===== src/rtl/tmf_pkg.sv =====
`timescale 1ns/1ps
package tmf_pkg;

   typedef enum logic [1:0] {
      KIND_PROG  = 2'd0,
      KIND_DATA  = 2'd1,
      KIND_INSTR = 2'd2,
      KIND_RSVD  = 2'd3
   } tmf_kind_e;

   typedef enum logic [1:0] {
      POL_HALT     = 2'd0,
      POL_SUPPRESS = 2'd1,
      POL_STALL    = 2'd2,
      POL_RSVD     = 2'd3
   } tmf_policy_e;

   localparam int KIND_W    = 2;
   localparam int MIN_DEPTH = 16;
   localparam int MAX_DEPTH = 64;

endpackage


===== src/rtl/tmf_store.sv =====
`timescale 1ns/1ps
module tmf_store #(
   parameter  int DEPTH   = 16,
   parameter  int ENTRY_W = 34,
   localparam int PTR_W   = $clog2(DEPTH),
   localparam int CNT_W   = $clog2(DEPTH + 1)
) (
   input  logic               clk,
   input  logic               rst_n,
   input  logic               push,
   input  logic               pop,
   input  logic [ENTRY_W-1:0] wr_entry,
   output logic [ENTRY_W-1:0] rd_entry,
   output logic [CNT_W-1:0]   level,
   output logic               full,
   output logic               empty
);

   logic [ENTRY_W-1:0] slot [DEPTH];
   logic [PTR_W-1:0]   wr_ptr, rd_ptr;
   logic [PTR_W-1:0]   wr_nxt, rd_nxt;
   logic [CNT_W-1:0]   cnt_q;

   // pointer advance: free wrap for power-of-two depths, explicit wrap otherwise
   generate
      if ((DEPTH & (DEPTH - 1)) == 0) begin : g_pow2_wrap
         assign wr_nxt = wr_ptr + PTR_W'(1);
         assign rd_nxt = rd_ptr + PTR_W'(1);
      end else begin : g_cmp_wrap
         assign wr_nxt = (wr_ptr == PTR_W'(DEPTH - 1)) ? '0 : wr_ptr + PTR_W'(1);
         assign rd_nxt = (rd_ptr == PTR_W'(DEPTH - 1)) ? '0 : rd_ptr + PTR_W'(1);
      end
   endgenerate

   always_ff @(posedge clk) begin
      for (int i = 0; i < DEPTH; i++) begin
         if (push && (wr_ptr == PTR_W'(i))) begin
            slot[i] <= wr_entry;
         end
      end
   end

   always_ff @(posedge clk or negedge rst_n) begin
      if (!rst_n) begin
         wr_ptr <= '0;
         rd_ptr <= '0;
         cnt_q  <= '0;
      end else begin
         if (push) wr_ptr <= wr_nxt;
         if (pop)  rd_ptr <= rd_nxt;
         cnt_q <= cnt_q + CNT_W'(push) - CNT_W'(pop);
      end
   end

   assign rd_entry = slot[rd_ptr];
   assign level    = cnt_q;
   assign full     = (cnt_q == CNT_W'(DEPTH));
   assign empty    = (cnt_q == '0);


   no_underflow_chk: assert property (@(posedge clk) disable iff (!rst_n)
      pop |-> !empty);


   no_overflow_chk: assert property (@(posedge clk) disable iff (!rst_n)
      (push && full) |-> pop);


   level_bound_chk: assert property (@(posedge clk) disable iff (!rst_n)
      cnt_q <= CNT_W'(DEPTH));

endmodule


===== src/rtl/tmf_policy.sv =====
`timescale 1ns/1ps
module tmf_policy
   import tmf_pkg::*;
#(
   parameter  int DEPTH = 16,
   localparam int CNT_W = $clog2(DEPTH + 1)
) (
   input  logic        clk,
   input  logic        rst_n,
   input  tmf_policy_e mode,
   input  logic [CNT_W-1:0] resume_lvl,
   input  logic        ovf_clr,
   input  logic        in_valid,
   input  tmf_kind_e   in_kind,
   input  logic        full,
   input  logic [CNT_W-1:0] level,
   input  logic        pop,
   output logic        push,
   output logic        overflow,
   output logic        suppress,
   output logic        stall
);

   logic             halt_mode;
   logic             room;
   logic             blocked;
   logic             ovf_set;
   logic             ovf_q;
   logic             sup_q;
   logic [CNT_W-1:0] lvl_next;

   always_comb begin
      halt_mode = (mode == POL_HALT) || (mode == POL_RSVD);
      room      = !full || pop;
      if (halt_mode) begin
         blocked = ovf_q;
      end else begin
         blocked = (mode == POL_SUPPRESS) && sup_q && (in_kind == KIND_DATA);
      end
      push     = in_valid && !blocked && room;
      ovf_set  = halt_mode && in_valid && !ovf_q && !room;
      lvl_next = level + CNT_W'(push) - CNT_W'(pop);
   end

   always_ff @(posedge clk or negedge rst_n) begin
      if (!rst_n) begin
         ovf_q <= 1'b0;
      end else if (ovf_clr) begin
         ovf_q <= 1'b0;
      end else if (ovf_set) begin
         ovf_q <= 1'b1;
      end
   end

   // suppression hysteresis judged on occupancy after this cycle's pop and push
   always_ff @(posedge clk or negedge rst_n) begin
      if (!rst_n) begin
         sup_q <= 1'b0;
      end else if (mode != POL_SUPPRESS) begin
         sup_q <= 1'b0;
      end else if (!sup_q) begin
         sup_q <= (lvl_next == CNT_W'(DEPTH)) && !full;
      end else if (lvl_next <= resume_lvl) begin
         sup_q <= 1'b0;
      end
   end

   assign overflow = ovf_q;
   assign suppress = sup_q;
   assign stall    = (mode == POL_STALL) && full;


   ovf_sticky_chk: assert property (@(posedge clk) disable iff (!rst_n)
      (overflow && !ovf_clr) |=> overflow);


   ovf_raise_chk: assert property (@(posedge clk) disable iff (!rst_n)
      ((mode == POL_HALT) && in_valid && full && !pop && !overflow && !ovf_clr) |=> overflow);


   sup_rise_full_chk: assert property (@(posedge clk) disable iff (!rst_n)
      $rose(suppress) |-> full);


   resume_range_chk: assert property (@(posedge clk) disable iff (!rst_n)
      (mode == POL_SUPPRESS) |-> (resume_lvl < CNT_W'(DEPTH)));

endmodule


===== src/rtl/trace_msg_fifo.sv =====
`timescale 1ns/1ps
module trace_msg_fifo
   import tmf_pkg::*;
#(
   parameter  int DEPTH  = 16,
   parameter  int DATA_W = 32,
   localparam int CNT_W  = $clog2(DEPTH + 1)
) (
   input  logic              clk,
   input  logic              rst_n,
   input  logic [1:0]        policy_i,
   input  logic [CNT_W-1:0]  resume_lvl_i,
   input  logic              ovf_clr_i,
   input  logic              msg_valid_i,
   input  logic [1:0]        msg_kind_i,
   input  logic [DATA_W-1:0] msg_data_i,
   input  logic              port_ready_i,
   output logic              port_valid_o,
   output logic [1:0]        port_kind_o,
   output logic [DATA_W-1:0] port_data_o,
   output logic              overflow_o,
   output logic              suppress_o,
   output logic              stall_o
);

   localparam int ENTRY_W = DATA_W + KIND_W;

   generate
      if (DEPTH < MIN_DEPTH || DEPTH > MAX_DEPTH) begin : g_bad_depth
         $error("trace_msg_fifo: DEPTH must lie within 16..64");
      end
      if (DATA_W < 1) begin : g_bad_width
         $error("trace_msg_fifo: DATA_W must be positive");
      end
   endgenerate

   logic               q_push, q_pop, q_full, q_empty;
   logic [CNT_W-1:0]   q_level;
   logic [ENTRY_W-1:0] q_head;

   assign q_pop = port_ready_i && !q_empty;

   tmf_store #(
      .DEPTH   (DEPTH),
      .ENTRY_W (ENTRY_W)
   ) u_store (
      .clk      (clk),
      .rst_n    (rst_n),
      .push     (q_push),
      .pop      (q_pop),
      .wr_entry ({msg_kind_i, msg_data_i}),
      .rd_entry (q_head),
      .level    (q_level),
      .full     (q_full),
      .empty    (q_empty)
   );

   tmf_policy #(
      .DEPTH (DEPTH)
   ) u_policy (
      .clk        (clk),
      .rst_n      (rst_n),
      .mode       (tmf_policy_e'(policy_i)),
      .resume_lvl (resume_lvl_i),
      .ovf_clr    (ovf_clr_i),
      .in_valid   (msg_valid_i),
      .in_kind    (tmf_kind_e'(msg_kind_i)),
      .full       (q_full),
      .level      (q_level),
      .pop        (q_pop),
      .push       (q_push),
      .overflow   (overflow_o),
      .suppress   (suppress_o),
      .stall      (stall_o)
   );

   assign port_valid_o = !q_empty;
   assign port_kind_o  = q_head[ENTRY_W-1 -: KIND_W];
   assign port_data_o  = q_head[DATA_W-1:0];


   halt_ignore_chk: assert property (@(posedge clk) disable iff (!rst_n)
      ((policy_i == 2'd0) && overflow_o && msg_valid_i)
      |=> (q_level == $past(q_level) - CNT_W'($past(q_pop))));


   data_filter_chk: assert property (@(posedge clk) disable iff (!rst_n)
      ((policy_i == 2'd1) && suppress_o && msg_valid_i && (msg_kind_i == 2'd1))
      |=> (q_level == $past(q_level) - CNT_W'($past(q_pop))));


   full_pass_chk: assert property (@(posedge clk) disable iff (!rst_n)
      (q_full && msg_valid_i && q_pop && !overflow_o && !suppress_o)
      |=> (!overflow_o && !suppress_o && q_full));


   stall_release_chk: assert property (@(posedge clk) disable iff (!rst_n)
      (stall_o && q_pop && !msg_valid_i) |=> !stall_o);


   resume_chk: assert property (@(posedge clk) disable iff (!rst_n)
      ($fell(suppress_o) && (policy_i == 2'd1) && $stable(resume_lvl_i))
      |-> (q_level <= resume_lvl_i));


   no_ovf_other_chk: assert property (@(posedge clk) disable iff (!rst_n)
      ((policy_i == 2'd1 || policy_i == 2'd2) && !overflow_o) |=> !overflow_o);

endmodule


===== config.mk =====
export PLATFORM = sky130hd
export DESIGN_NAME = trace_msg_fifo
export DESIGN_NICKNAME = d
export VERILOG_FILES = /design/src/rtl/tmf_pkg.sv /design/src/rtl/tmf_store.sv /design/src/rtl/tmf_policy.sv /design/src/rtl/trace_msg_fifo.sv
export SDC_FILE = /design/constraint.sdc
export NUM_CORES = 1
export LEC_CHECK = 0
export BUFFER_PORTS_ARGS = -buffer_cell sky130_fd_sc_hd__buf_2
export CORE_MARGIN = 3
export CORE_UTILIZATION = 38
export DETAILED_ROUTE_END_ITERATION = 12
export PLACE_DENSITY = 0.65
export RECOVER_POWER = 100
export SLEW_MARGIN = 20
export SYNTH_ARGS = -nofsm -noshare
export SYNTH_HDL_FRONTEND = slang
export SYNTH_HIERARCHICAL = 1
export SYNTH_SLANG_ARGS = --single-unit

===== constraint.sdc =====
create_clock -name clk -period 4.39 [get_ports clk]
set_input_delay 0.439 -clock clk [delete_from_list [all_inputs] [get_ports clk]]
set_output_delay 0.439 -clock clk [all_outputs]
set_load 0.02 [all_outputs]

# ---- Word level (Yosys, flattened, before mapping)
# Memories as Yosys holds them, arrays and structs flattened.
# Index checks and enable logic that the tools add are counted.
# W data, S select, Z words.
dict set report totals {
  ff_bits 15
  ramBits 544
  input_bits 46
  wordCells 168
  memories 1
}
# memory words word_bits rd rd_clocked_by_memory_dff wr line_no
set mem_list {}
lappend mem_list {u_store.slot 16 34 1 0 1 tmf_store.sv:19} ;# logic [ENTRY_W-1:0] slot [DEPTH];
dict set report classes {
  add_sub_neg 4
  order_cmp 1
  eq_ne 22
  mux 83
  n_reduce_logical 52
}
# op n
set ops {}
lappend ops {{$mux W34} 15}
lappend ops {{$reduce_or A34 Y1} 15}
lappend ops {{$mux W4} 15}
lappend ops {{$mux W1} 53}
lappend ops {{$eq A4 B4 Y1 const B} 8}
lappend ops {{$logic_and A1 B1 Y1} 26}
lappend ops {{$eq A4 B3 Y1 const B} 4}
lappend ops {{$eq A5 B5 Y1 const B} 2}
lappend ops {{$add A4 B1 Y4 const B} 2}
lappend ops {{$eq A4 B2 Y1 const B} 2}
lappend ops {{$add A5 B1 Y5} 1}
lappend ops {{$le A5 B5 Y1} 1}
lappend ops {{$logic_not A1 Y1} 5}
lappend ops {{$logic_not A5 Y1} 1}
lappend ops {{$sub A5 B1 Y5} 1}
lappend ops {{$eq A2 B1 Y1 const B} 2}
lappend ops {{$eq A2 B2 Y1 const B} 2}
lappend ops {{$eq A4 B1 Y1 const B} 1}
lappend ops {{$logic_not A4 Y1} 1}
lappend ops {{$logic_not A2 Y1} 1}
lappend ops {{$logic_or A1 B1 Y1} 2}
lappend ops {{$ne A2 B1 Y1 const B} 1}
lappend ops {{$reduce_bool A2 Y1} 1}

# ---- Longest topological paths before layout
# Gate-level depths: netlist of run 1.
dict set report logic_depth {
  ltp_word 26
  ltp_mapped 16
  depth_no_buf 16
}

# ---- Cells and area by module
# Netlist of run 1, hierarchy kept.
# mod n_inst cells_per_inst area_each_um2
set modules_own_cells {}
lappend modules_own_cells {tmf_store 1 918 21121.5}
lappend modules_own_cells {tmf_policy 1 58 460.4}
lappend modules_own_cells {trace_msg_fifo 1 2 10.0}

# ---- Worst setup path before layout of run 1
# Ideal clock, no wire load.
dict set report synth_path {
  path_type {register to register}
  startpoint {register u_store.cnt_q[3], in the netlist u_store/level[3]}
  endpoint {memory u_store.slot[1][0] (enable)}
  arrival_ps 4356
  path_slack_ps -433
  path_stages_with_launch 10
  path_buffers 1
  synth_period_minus_slack_ps 4823
  path_cell_list {dfrtp_1 > inv_1 > ha_1 > nor4b_1 > nor2b_1 > nor2b_1 > nor3_1 > clkbuf_1 > nand2_1 > nor3_1}
}
dict set report synth_via {
  elab_chain_len 24
}
# element line_no
set synth_lines {}
lappend synth_lines {{from (decl)} tmf_store.sv:22} ;# logic [CNT_W-1:0] cnt_q;
lappend synth_lines {{from (signal assigned)} tmf_store.sv:51} ;# cnt_q <= cnt_q + CNT_W'(push) - CNT_W'(pop);
lappend synth_lines {{$logic_not A5 Y1 *} tmf_store.sv:58} ;# assign empty = (cnt_q == '0);
lappend synth_lines {{named net q_empty} trace_msg_fifo.sv:37} ;# logic q_push, q_pop, q_full, q_empty;
lappend synth_lines {{$logic_not A1 Y1 *} trace_msg_fifo.sv:41} ;# assign q_pop = port_ready_i && !q_empty;
lappend synth_lines {{$logic_and A1 B1 Y1 *} trace_msg_fifo.sv:41}
lappend synth_lines {{named net q_pop} trace_msg_fifo.sv:37}
lappend synth_lines {{$logic_or A1 B1 Y1 *} tmf_policy.sv:34} ;# room = !full || pop;
lappend synth_lines {{$logic_and A1 B1 Y1 *} tmf_policy.sv:40} ;# push = in_valid && !blocked && room;
lappend synth_lines {{named net q_push} trace_msg_fifo.sv:37}
lappend synth_lines {{$logic_and A1 B1 Y1} tmf_store.sv:37} ;# if (push && (wr_ptr == PTR_W'(i))) begin
lappend synth_lines {{$mux W1} tmf_store.sv:37}
lappend synth_lines {{$mux W1 (not written as such)} tmf_store.sv:38} ;# slot[i] <= wr_entry;
lappend synth_lines {{$reduce_or A34 Y1 (no line)} -}
lappend synth_lines {{$mux W4 (no line) or $mux W1 (tied branches) (15 in series)} -}
lappend synth_lines {{to (decl)} tmf_store.sv:19}
# Mark *: on every way through the listed nets, which the timed path passes. The rest lies on a longest branch.

# ---- Worst setup path after layout of run 1
dict set report layout_path {
  startpoint {register u_store.rd_ptr[0]}
  endpoint {output port port_data_o[21]}
}
dict set report layout_via {
  elab_chain_len 1
}
# element line_no
set layout_lines {}
lappend layout_lines {{from (decl)} tmf_store.sv:20} ;# logic [PTR_W-1:0] wr_ptr, rd_ptr;
lappend layout_lines {{from (signal assigned)} tmf_store.sv:50} ;# if (pop) rd_ptr <= rd_nxt;
lappend layout_lines {{$mem_v2 Z16 W34} -}
lappend layout_lines {{to (decl)} trace_msg_fifo.sv:20} ;# output logic [DATA_W-1:0] port_data_o,
# No other way between the ends.

==> results of run 1 <==
-- path summary, 6_finish.rpt --
| path | start | end | slack [ns] | cells after the start |
|---|---|---|---|---|
| setup reg to reg | u_store/level[3] | u_store/slot[1][0] | 0.54 | 10 |
| setup / recovery | u_store/rd_ptr[0] | port_data_o[21] | 0.50 | 5 |
| hold reg to reg | u_policy/overflow | u_policy/overflow | 0.53 | 2 |
| hold / removal | msg_valid_i | u_policy/overflow | 0.12 | 3 |
| min in group asynchronous | rst_n | u_store/level[2] | 0.50 | 2 |
| max in group asynchronous | rst_n | u_store/rd_ptr[0] | 3.22 | 2 |
-- sequential cells by signal, indices dropped and copies added (netlist names) --
signal,flops
u_policy/overflow,1
u_policy/suppress,1
u_store/level,5
u_store/rd_ptr,4
u_store/slot,544
u_store/wr_ptr,4
-- cell families (layout without fill, tap and decap cells) --
family	after synthesis	in the layout	synth area share (%)
multiplexers	137	137	14.24
other	0	2	0
adder cells (fa/ha/maj)	25	25	1.518
AND/OR/NAND/NOR	88	88	1.796
flip-flops	559	559	77.39
XOR/XNOR	14	14	0.6027
buffers and inverters	72	252	1.617
AO/OA/AOI/OAI	83	83	2.834
-- timing repair --
item | in CTS | in global routing
hold buffers | 2 | 0
gates resized for setup | 0 | 0
endpoints found under the hold margin | 16 | 0
-- power groups by stage --
stage          sequential, mW  combinational [mW]  clock [mW]
2_1_floorplan            6.68                3.73           0
4_1_cts                  6.89                5.25        4.86
5_1_grt                  6.94                5.43        5.08
3_5_place_dp             7.00                5.23           0
6_report                 6.87                5.01        4.74
3_3_place_gp             6.97                5.21           0
-- metrics by stage --
step | util, % | hold slack [ns]
after floorplan | - | 0.1434
after global placement | 41.93 | 0.3713
after detailed placement | 41.93 | 0.3884
after CTS | 45.24 | 0.08173
after global routing | 44.90 | 0.1378
final | 44.91 | 0.1177
-- cells in the mapped netlist, types with 6 or more instances --
| master | number | area share (%) |
|---|---|---|
| a22oi_1 | 68 | 2.4 |
| buf_4 | 8 | 0.28 |
| buf_6 | 6 | 0.31 |
| clkbuf_1 | 27 | 0.47 |
| dfrtp_1 | 15 | 1.7 |
| edfxtp_1 | 544 | 76 |
| ha_1 | 23 | 1.3 |
| inv_1 | 23 | 0.40 |
| mux4_2 | 136 | 14 |
| nand2_1 | 47 | 0.82 |
| nor2_1 | 18 | 0.31 |
| xnor2_1 | 6 | 0.24 |
| xor2_1 | 7 | 0.28 |
-- worst reg2reg max path: stages, from the launching register on --
cell and delay, ns:
dfrtp_1 0.44, inv_1 0.10, ha_1 0.20, nor4b_1 0.16, nor2b_1 0.50, nor2b_1 0.14
nor3_1 0.32, clkbuf_1 0.41, nand2_1 0.28, nor3_1 0.27, clkbuf_2 0.66
-- metal layers --
metal | global-route usage, % | up-vias | share of wire, %
met2 | 25.59 | 299 | 49
met4 | 3.913 | 4 | 1.8
li1 | - | 4354 | -
met3 | 3.158 | 70 | 6.0
met5 | 0 | - | 0.056
met1 | 21.91 | 5435 | 43
-- cell type report --
cell class / count / area, um2 / share of cell area [%]
sequential: 559 / 16720 / 66.92
clock inverter: 39 / 439.2 / 1.758
clock buffer: 62 / 1381 / 5.529
antenna: 2 / 5.005 / 0.02003
tap: 748 / 935.9 / 3.746
timing repair buffer: 128 / 780.7 / 3.125
multi-input combinational: 347 / 4634 / 18.55
inverter: 23 / 86.33 / 0.3456
==> metrics, run 1 <==
Tot Pwr 16.62 mW; register area share after synthesis 77.39%; Clock Pin Slew Worst Setup and Hold Paths 0.06 ns; slowest CP cell dfrtp_4; Die H 244.4 um; Max VDD drop 365.3 uV; P&R area growth vs syn 15.70%; largest net degree at the start of global routing 63; Max-cap violations 0; EDFF count, synth 544; Setup WS post-layout 0.4993 ns; critical path cell sequence clkbuf_4, mux4_2, a22oi_1, nand2_1, buf_2; Fmax 257.0 MHz; routed len/inst about 24 um; Lkg Pwr 8.018 nW; share of cells above drive strength 1 25.30%; die footprint 59720 um2; cell total after placement between 1500 and 2000; Least-Margin Pin Slew between 1 and 1.5 ns; pre-CTS setup slack ~0.68 ns; crit-path max cell delay 0.92 ns; period utilization 88.63%; gp weighted congestion 0.7329; core area between 50000 and 60000 um2; initial antenna violation count 4; Avg Synthesized Cell Area 22.08 um2; final non-filler cell total 1908; Max-Slew Margin vs Limit 31.13%; placed wire-length estimate 25.67 mm; final setup TNS 0 ns; cts bufs inserted 54; ys flop type edfxtp_1; postcts setup bufs 0; Worst Skew 0.01573 ns; switching pwr 5.276 mW; via count between 10000 and 15000; CP arrival approximately 3.5 ns; CP Capture Type primary output; Min-Delay Path Class in -> reg; placed cell areas 23320 um2; Residual DRC 0; IO Pins 84; grt total ovfl 0; CP Max Fanout 34; Longest Clk Path Bufs 3; power density cells 665.5 nW/um2; commonest non-fill, non-tap cell in the layout edfxtp_1; WP buf/inv 2; cell count after synthesis approximately 1000; Final min period 3.891 ns; first-pass GRT wire length roughly 70 mm; ys async rst share 2.683%; Switching Share 31.74%; Hold Fails Final Rpt 0; CTS H-tree lvls 2; Initial Util between 30% and 40%; gr usage total 15.72%; Reg power frac 41.3%; vias in the first global route 10797; startpoint type of the worst setup path flop; Internal 11.35 mW; Die W around 240 um; flops & latches, synth approximately 560; WS Path Type reg -> out; Port Buffers 83; routed vias/inst 5.326; most frequent cells in the layout edfxtp_1 (544), mux4_2 (136), clkbuf_1 (78); Rows 86; status completed; clock sinks 559; Comb pwr share 30.1%; filler instances 4682; RSZ-0062 raised after global routing no; Syn Std Cell Area 21590 um2; starting DRC count in detailed routing 899; Cell variety after synth 34; worst skew pair latency 0.61 ns; Root Driver clkbuf_16; first drt pass iteration count 5; syn nets 1049; fin. max-slew vios 0; CP required 3.95 ns; Final #Nets about 1200; Final ANT Viol Nets 0; Total Wirelength 46.53 mm; Yosys warning total 6; # setup viols final 0; CTS tree yes; family with the most delay on the worst path flip-flops; power share of the clock group 28.5%; post-route cell area 24980 um2
(Power assumes the default switching activity.)
==> run 2, diff against run 1 <==
CORE_UTILIZATION = 45   (was 38)
PLACE_DENSITY = 0.73   (was 0.65)
==> run 2 against run 1 <==
Against the previous run: the flow now finishes with violations (capacitance limit, slew limit); global-route usage grew 2.4 points; sequential cell count did not move; die area down 15%; clock skew up 0.0023 ns; design area shrank 1.8%; combinational power down 1%; sequential share of layout area up 1.2 points; register-to-register slack worse by 0.09 ns.
==> metrics, run 2 (synthesis gave the netlist of run 1 again) <==
most frequent cells in the layout edfxtp_1 (544), mux4_2 (136), clkbuf_1 (81) (was edfxtp_1 (544), mux4_2 (136), clkbuf_1 (78)); placed wire-length estimate 24.70 mm (was 25.67 mm); Die W 225.1 um (was 244.4 um); CTS H-tree lvls 2 (unchanged); Final ANT Viol Nets 0 (unchanged); WS Path Type reg -> out (unchanged); power density cells 658.9 nW/um2 (was 665.5 nW/um2); Longest Clk Path Bufs 3 (unchanged); routed vias/inst 5.839 (was 5.326); most flop-heavy register u_store/slot (unchanged); Largest register FFs 544 (unchanged); RSZ-0062 raised after global routing no (unchanged); final setup TNS 0 ns (unchanged); Total Wirelength 44.52 mm (was 46.53 mm); Post-CTS Hold Buffers 2 (unchanged); P&R area growth vs syn 13.63% (was 15.70%); Min-Delay Path Class in -> reg (unchanged); worst skew pair latency 0.60 ns (was 0.61 ns); Clock Pin Slew Worst Setup and Hold Paths 0.06 ns (about the same); Lkg Pwr 7.875 nW (was 8.018 nW); first-pass GRT wire length 68.15 mm (was 69.82 mm); IO Pins 84 (unchanged); CTS tree yes (unchanged); cts bufs inserted 55 (was 54); clock sinks 559 (unchanged); postcts setup bufs 0 (unchanged); Core Util, Final 52.26% (was 44.91%); cell total after placement 1651 (was 1803); period utilization 91.81% (was 88.63%); commonest non-fill, non-tap cell in the layout edfxtp_1 (unchanged); routed len/inst 25.40 um (was 24.39 um); CP arrival 3.59 ns (was 3.45 ns); CP required 3.95 ns (about the same); crit-path max cell delay 1.04 ns (was 0.92 ns); post-CTS sizing 0 (unchanged); Tot Pwr 16.17 mW (was 16.62 mW); core area 46950 um2 (was 55630 um2); WP buf/inv 2 (unchanged); via count 10235 (was 10162); vias in the first global route 10833 (was 10797); gp weighted congestion 0.7455 (was 0.7329); share of cells above drive strength 1 23.14% (was 25.30%); Setup WS post-layout 0.3593 ns (was 0.4993 ns); status finished with violations (was completed); starting DRC count in detailed routing 892 (was 899); # setup viols final 0 (unchanged); Max-Slew Margin vs Limit -5.330% (was 31.13%); Max VDD drop 369.2 uV (was 365.3 uV); die footprint 50650 um2 (was 59720 um2); Max-cap violations 4 (was 0); Min Hold Slack 0.1375 ns (was 0.1177 ns); placed cell areas 23090 um2 (was 23320 um2); Residual DRC 0 (unchanged); final non-filler cell total 1753 (was 1908); startpoint type of the worst setup path flop (unchanged); multi-input logic area 4577 um2 (was 4634 um2); fin. max-slew vios 42 (was 0); grt total ovfl 0 (unchanged); Least-Margin Pin Slew 1.574 ns (was 1.033 ns); critical path cell sequence clkbuf_4, mux4_2, a22oi_1, nand2_1, clkbuf_1 (was clkbuf_4, mux4_2, a22oi_1, nand2_1, buf_2); gr usage total 18.09% (was 15.72%); filler instances 3554 (was 4682); initial antenna violation count 2 (was 4); largest net degree at the start of global routing 53 (was 63); Reg area 16720 um2 (about the same); Fmax 248.1 MHz (was 257.0 MHz); Worst Skew 0.01806 ns (was 0.01573 ns); post-route cell area 24530 um2 (was 24980 um2); CP Max Fanout 52 (was 34); family with the most delay on the worst path buffers and inverters (was flip-flops); Final #Nets 1174 (was 1184); Port Buffers 83 (unchanged); Hold Fails Final Rpt 0 (unchanged); failing checks capacitance limit, slew limit; Rows 79 (was 86); pre-CTS setup slack 0.6532 ns (was 0.6831 ns); CP Capture Type primary output (unchanged); slowest CP cell dfrtp_2 (was dfrtp_4); Final min period 4.031 ns (was 3.891 ns); Die H 225.1 um (was 244.4 um); Initial Util 45.99% (was 38.81%); Root Driver clkbuf_16 (unchanged); first drt pass iteration count 5 (unchanged)
run 2: worst min-delay path, delay by kind of cell:
kind,cells,cell delay [ns]
buffers and inverters,1,0.09
AND/OR/NAND/NOR,1,0.07
AO/OA/AOI/OAI,1,0.08
run 2: path summary, 6_finish.rpt:
path / start / end / slack [ns] / cells after the start
max: u_store/rd_ptr[1] / port_data_o[29] / 0.36 / 5
min: msg_valid_i / u_policy/overflow / 0.14 / 3
max reg2reg: u_store/level[3] / u_store/slot[11][27] / 0.45 / 10
min reg2reg: u_policy/overflow / u_policy/overflow / 0.53 / 2
max in group asynchronous: rst_n / u_store/rd_ptr[0] / 3.30 / 2
min in group asynchronous: rst_n / u_store/level[3] / 0.47 / 2
run 2: layout make-up:
type | count | area share (%)
Clock inverter | 36 | 1.061
Timing Repair Buffer | 117 | 2.876
Multi-Input combinational cell | 347 | 18.65
Antenna cell | 1 | 0.01020
Tap cell | 607 | 3.096
Clock buffer | 63 | 5.819
Sequential cell | 559 | 68.13
Inverter | 23 | 0.3519
run 2: metal layers:
metal  up-vias  wire length [um]  GRT usage, %
met4         4               974         4.572
met1      5463             19260         26.27
li1       4331                 -             -
met5         -                31             0
met3        79              3211         4.481
met2       358             21050         27.98
run 2: where the power goes:
group          internal (mW)  leakage [nW]  switching [mW]  total [mW]
clock                   2.50         0.825            1.91        4.41
combinational           2.08          1.96            2.88        4.96
sequential              6.46          5.09           0.345        6.80
total                   11.0          7.87            5.14        16.2
==> run 3, diff against run 2 <==
==> constraint.sdc (replaced) <==
create_clock -name clk -period 4.39 [get_ports clk]
set_input_delay 0.2195 -clock clk [delete_from_list [all_inputs] [get_ports clk]]
set_output_delay 0.2195 -clock clk [all_outputs]
set_load 0.02 [all_outputs]
==> run 3 against run 2 <==
Against the previous run: the flow still finishes with violations (capacitance limit, slew limit); clock power rose by 2%; clock-buffer cell count fell by 6; critical path depth rose by 5; sequential share of layout area fell by 0.70 points; clock skew rose by 0.0076 ns; critical endpoint is now u_store/slot[11][24]; global-route usage rose by 0.44 points; routed wire length rose by 2.3%; sequential power fell by 0.6%.
==> metrics, run 3 (synthesis gave the netlist of run 1 again) <==
Die H 225.1 um (unchanged); # setup viols final 0 (unchanged); slowest CP cell nor2_2 (was dfrtp_2); startpoint type of the worst setup path flop (unchanged); RR Startpoint u_store/level[3] (unchanged); commonest non-fill, non-tap cell in the layout edfxtp_1 (unchanged); clock sinks 559 (unchanged); Max-cap violations 1 (was 4); Worst R2R Setup Slack 0.41 ns (was 0.45 ns); crit-path max cell delay 0.84 ns (was 1.04 ns); Rows 79 (unchanged); Most common cell on crit path nor2b_1; CP required 4.62 ns (was 3.95 ns); Hold Crit Start port_ready_i (was msg_valid_i); RSZ-0062 raised after global routing no (unchanged); critical path cell sequence inv_1, ha_1, nor4b_1, nor2b_1, nor2b_1, nor3_1, buf_4, nand2_1, nor2_2, clkbuf_4 (was clkbuf_4, mux4_2, a22oi_1, nand2_1, clkbuf_1); starting DRC count in detailed routing 1060 (was 892); worst skew pair latency 0.60 ns (about the same); Reg-to-Reg End u_store/slot[11][24] (was u_store/slot[11][27]); die footprint 50650 um2 (unchanged); Fmax 251.5 MHz (was 248.1 MHz); Min-Delay Path Class in -> reg (unchanged); Crit path depth 10 (was 5); core area 46950 um2 (unchanged); WHS Endpoint u_store/rd_ptr[0] (was u_policy/overflow); Initial Util 45.99% (unchanged); launch point of the worst path u_store/level[3] (was u_store/rd_ptr[1]); Longest Clk Path Bufs 3 (unchanged); share of cells above drive strength 1 23.12% (was 23.14%); power density cells 658.2 nW/um2 (was 658.9 nW/um2); cell total after placement 1649 (was 1651); placed wire-length estimate 24.52 mm (was 24.70 mm); Final ANT Viol Nets 0 (unchanged); CP arrival 4.20 ns (was 3.59 ns); Residual DRC 0 (unchanged); Min Hold Slack 0.1388 ns (was 0.1375 ns); routed len/inst 25.60 um (was 25.40 um); Max VDD drop 371.2 uV (was 369.2 uV); Tot Pwr 16.32 mW (was 16.17 mW); Die W 225.1 um (unchanged); post-CTS sizing 0 (unchanged); final setup TNS 0 ns (unchanged); cell count of the worst hold path 3 (unchanged); Final #Nets 1198 (was 1174); gr usage total 18.53% (was 18.09%); Total Wirelength 45.57 mm (was 44.52 mm); CP Capture Type flop (was primary output); period utilization 90.56% (was 91.81%); IO Pins 84 (unchanged); grt total ovfl 0 (unchanged); initial antenna violation count 2 (unchanged); WS Path Type reg -> reg (was reg -> out); most flop-heavy register u_store/slot (unchanged); P&R area growth vs syn 14.83% (was 13.63%); Least-Margin Pin Slew 1.993 ns (was 1.574 ns); Root Driver clkbuf_16 (unchanged); WP buf/inv 3 (was 2); most frequent cells in the layout edfxtp_1 (544), mux4_2 (136), clkbuf_1 (76) (was edfxtp_1 (544), mux4_2 (136), clkbuf_1 (81)); vias in the first global route 10905 (was 10833); CTS tree yes (unchanged); first-pass GRT wire length 69.52 mm (was 68.15 mm); status finished with violations (unchanged); cts bufs inserted 53 (was 55); Lkg Pwr 8.005 nW (was 7.875 nW); Core Util, Final 52.81% (was 52.26%); Largest register FFs 544 (unchanged); largest net degree at the start of global routing 69 (was 53); family with the most delay on the worst path simple AND/OR/NAND/NOR gates (was buffers and inverters); r2r worst-path depth 10 (unchanged); routed vias/inst 5.806 (was 5.839); final non-filler cell total 1780 (was 1753); CP Max Fanout 22 (was 52); Worst Skew 0.02567 ns (was 0.01806 ns); via count 10334 (was 10235); Clock Pin Slew Worst Setup and Hold Paths 0.06 ns (about the same); CTS H-tree lvls 2 (unchanged); Port Buffers 83 (unchanged); fin. max-slew vios 69 (was 42); first drt pass iteration count 5 (unchanged); Hold Fails Final Rpt 0 (unchanged); Max-Slew Margin vs Limit -32.84% (was -5.330%); Final min period 3.975 ns (was 4.031 ns); failing checks capacitance limit, slew limit (unchanged); gp weighted congestion 0.7609 (was 0.7455)
==> run 3: changes by cell type in the layout (fill, tap and decap cells not counted), sizes merged <==
cell,delta
inv,+1
dlygate4sd3,+28
clkinv,+3
bufinv,+3
buf,-3
clkbuf,-5
==> run 3: worst max path at each step <==
stage                                end  slack, ns
floorplan            u_store/slot[13][0]       0.48
global placement       u_policy/suppress       0.78
detailed placement     u_policy/suppress       0.56
CTS                    u_policy/suppress       0.55
global route        u_store/slot[11][25]       0.12
finish              u_store/slot[11][24]       0.41
==> run 3: layout make-up <==
class                           instances  area (um2)
Clock buffer                           57        1341
Clock inverter                         43       379.1
Multi-Input combinational cell        347        4577
Timing Repair Buffer                  143       930.9
Tap cell                              607       759.5
Inverter                               23       86.33
Antenna cell                            1       2.502
Fill cell                            3497       22160
Sequential cell                       559       16720
==> run 3: report_power, final <==
part	internal, mW	switching (mW)	total, mW	leakage, nW
clock network	2.57	1.94	4.51	0.852
logic	2.10	2.94	5.04	2.06
registers	6.46	0.307	6.76	5.09
total	11.1	5.19	16.3	8.00
==> run 3: layer usage <==
layer | up-vias | track usage (%) | routed length (um)
met5 | - | 0 | 13
li1 | 4379 | - | -
met1 | 5503 | 26.30 | 19050
met3 | 78 | 3.686 | 3046
met4 | 2 | 5.311 | 1126
met2 | 372 | 29.72 | 22330
==> run 3: metrics by stage <==
| stage | setup slack, ns | area [um2] |
|---|---|---|
| after floorplan | 0.4761 | 21600 |
| after global placement | 0.7833 | 23060 |
| after detailed placement | 0.5612 | 23060 |
| after CTS | 0.5515 | 25080 |
| after global routing | 0.1242 | 24800 |
| final | 0.4145 | 24800 |
==> run 3: worst register-to-register path, stage by stage (launching register included) <==
cell and delay (ns):
dfrtp_1 0.43, inv_1 0.09, ha_1 0.20, nor4b_1 0.16, nor2b_1 0.46, nor2b_1 0.15, nor3_1 0.22, buf_4 0.21
nand2_1 0.17, nor2_2 0.84, clkbuf_4 0.65
==> run 3: timing repair <==
| item | 4_1_cts | 5_1_grt |
|---|---|---|
| setup endpoints to repair | 0 | 0 |
| buffers inserted | 0 | 0 |
| hold buffers | 30 | 0 |
| hold endpoints to repair | 374 | 0 |
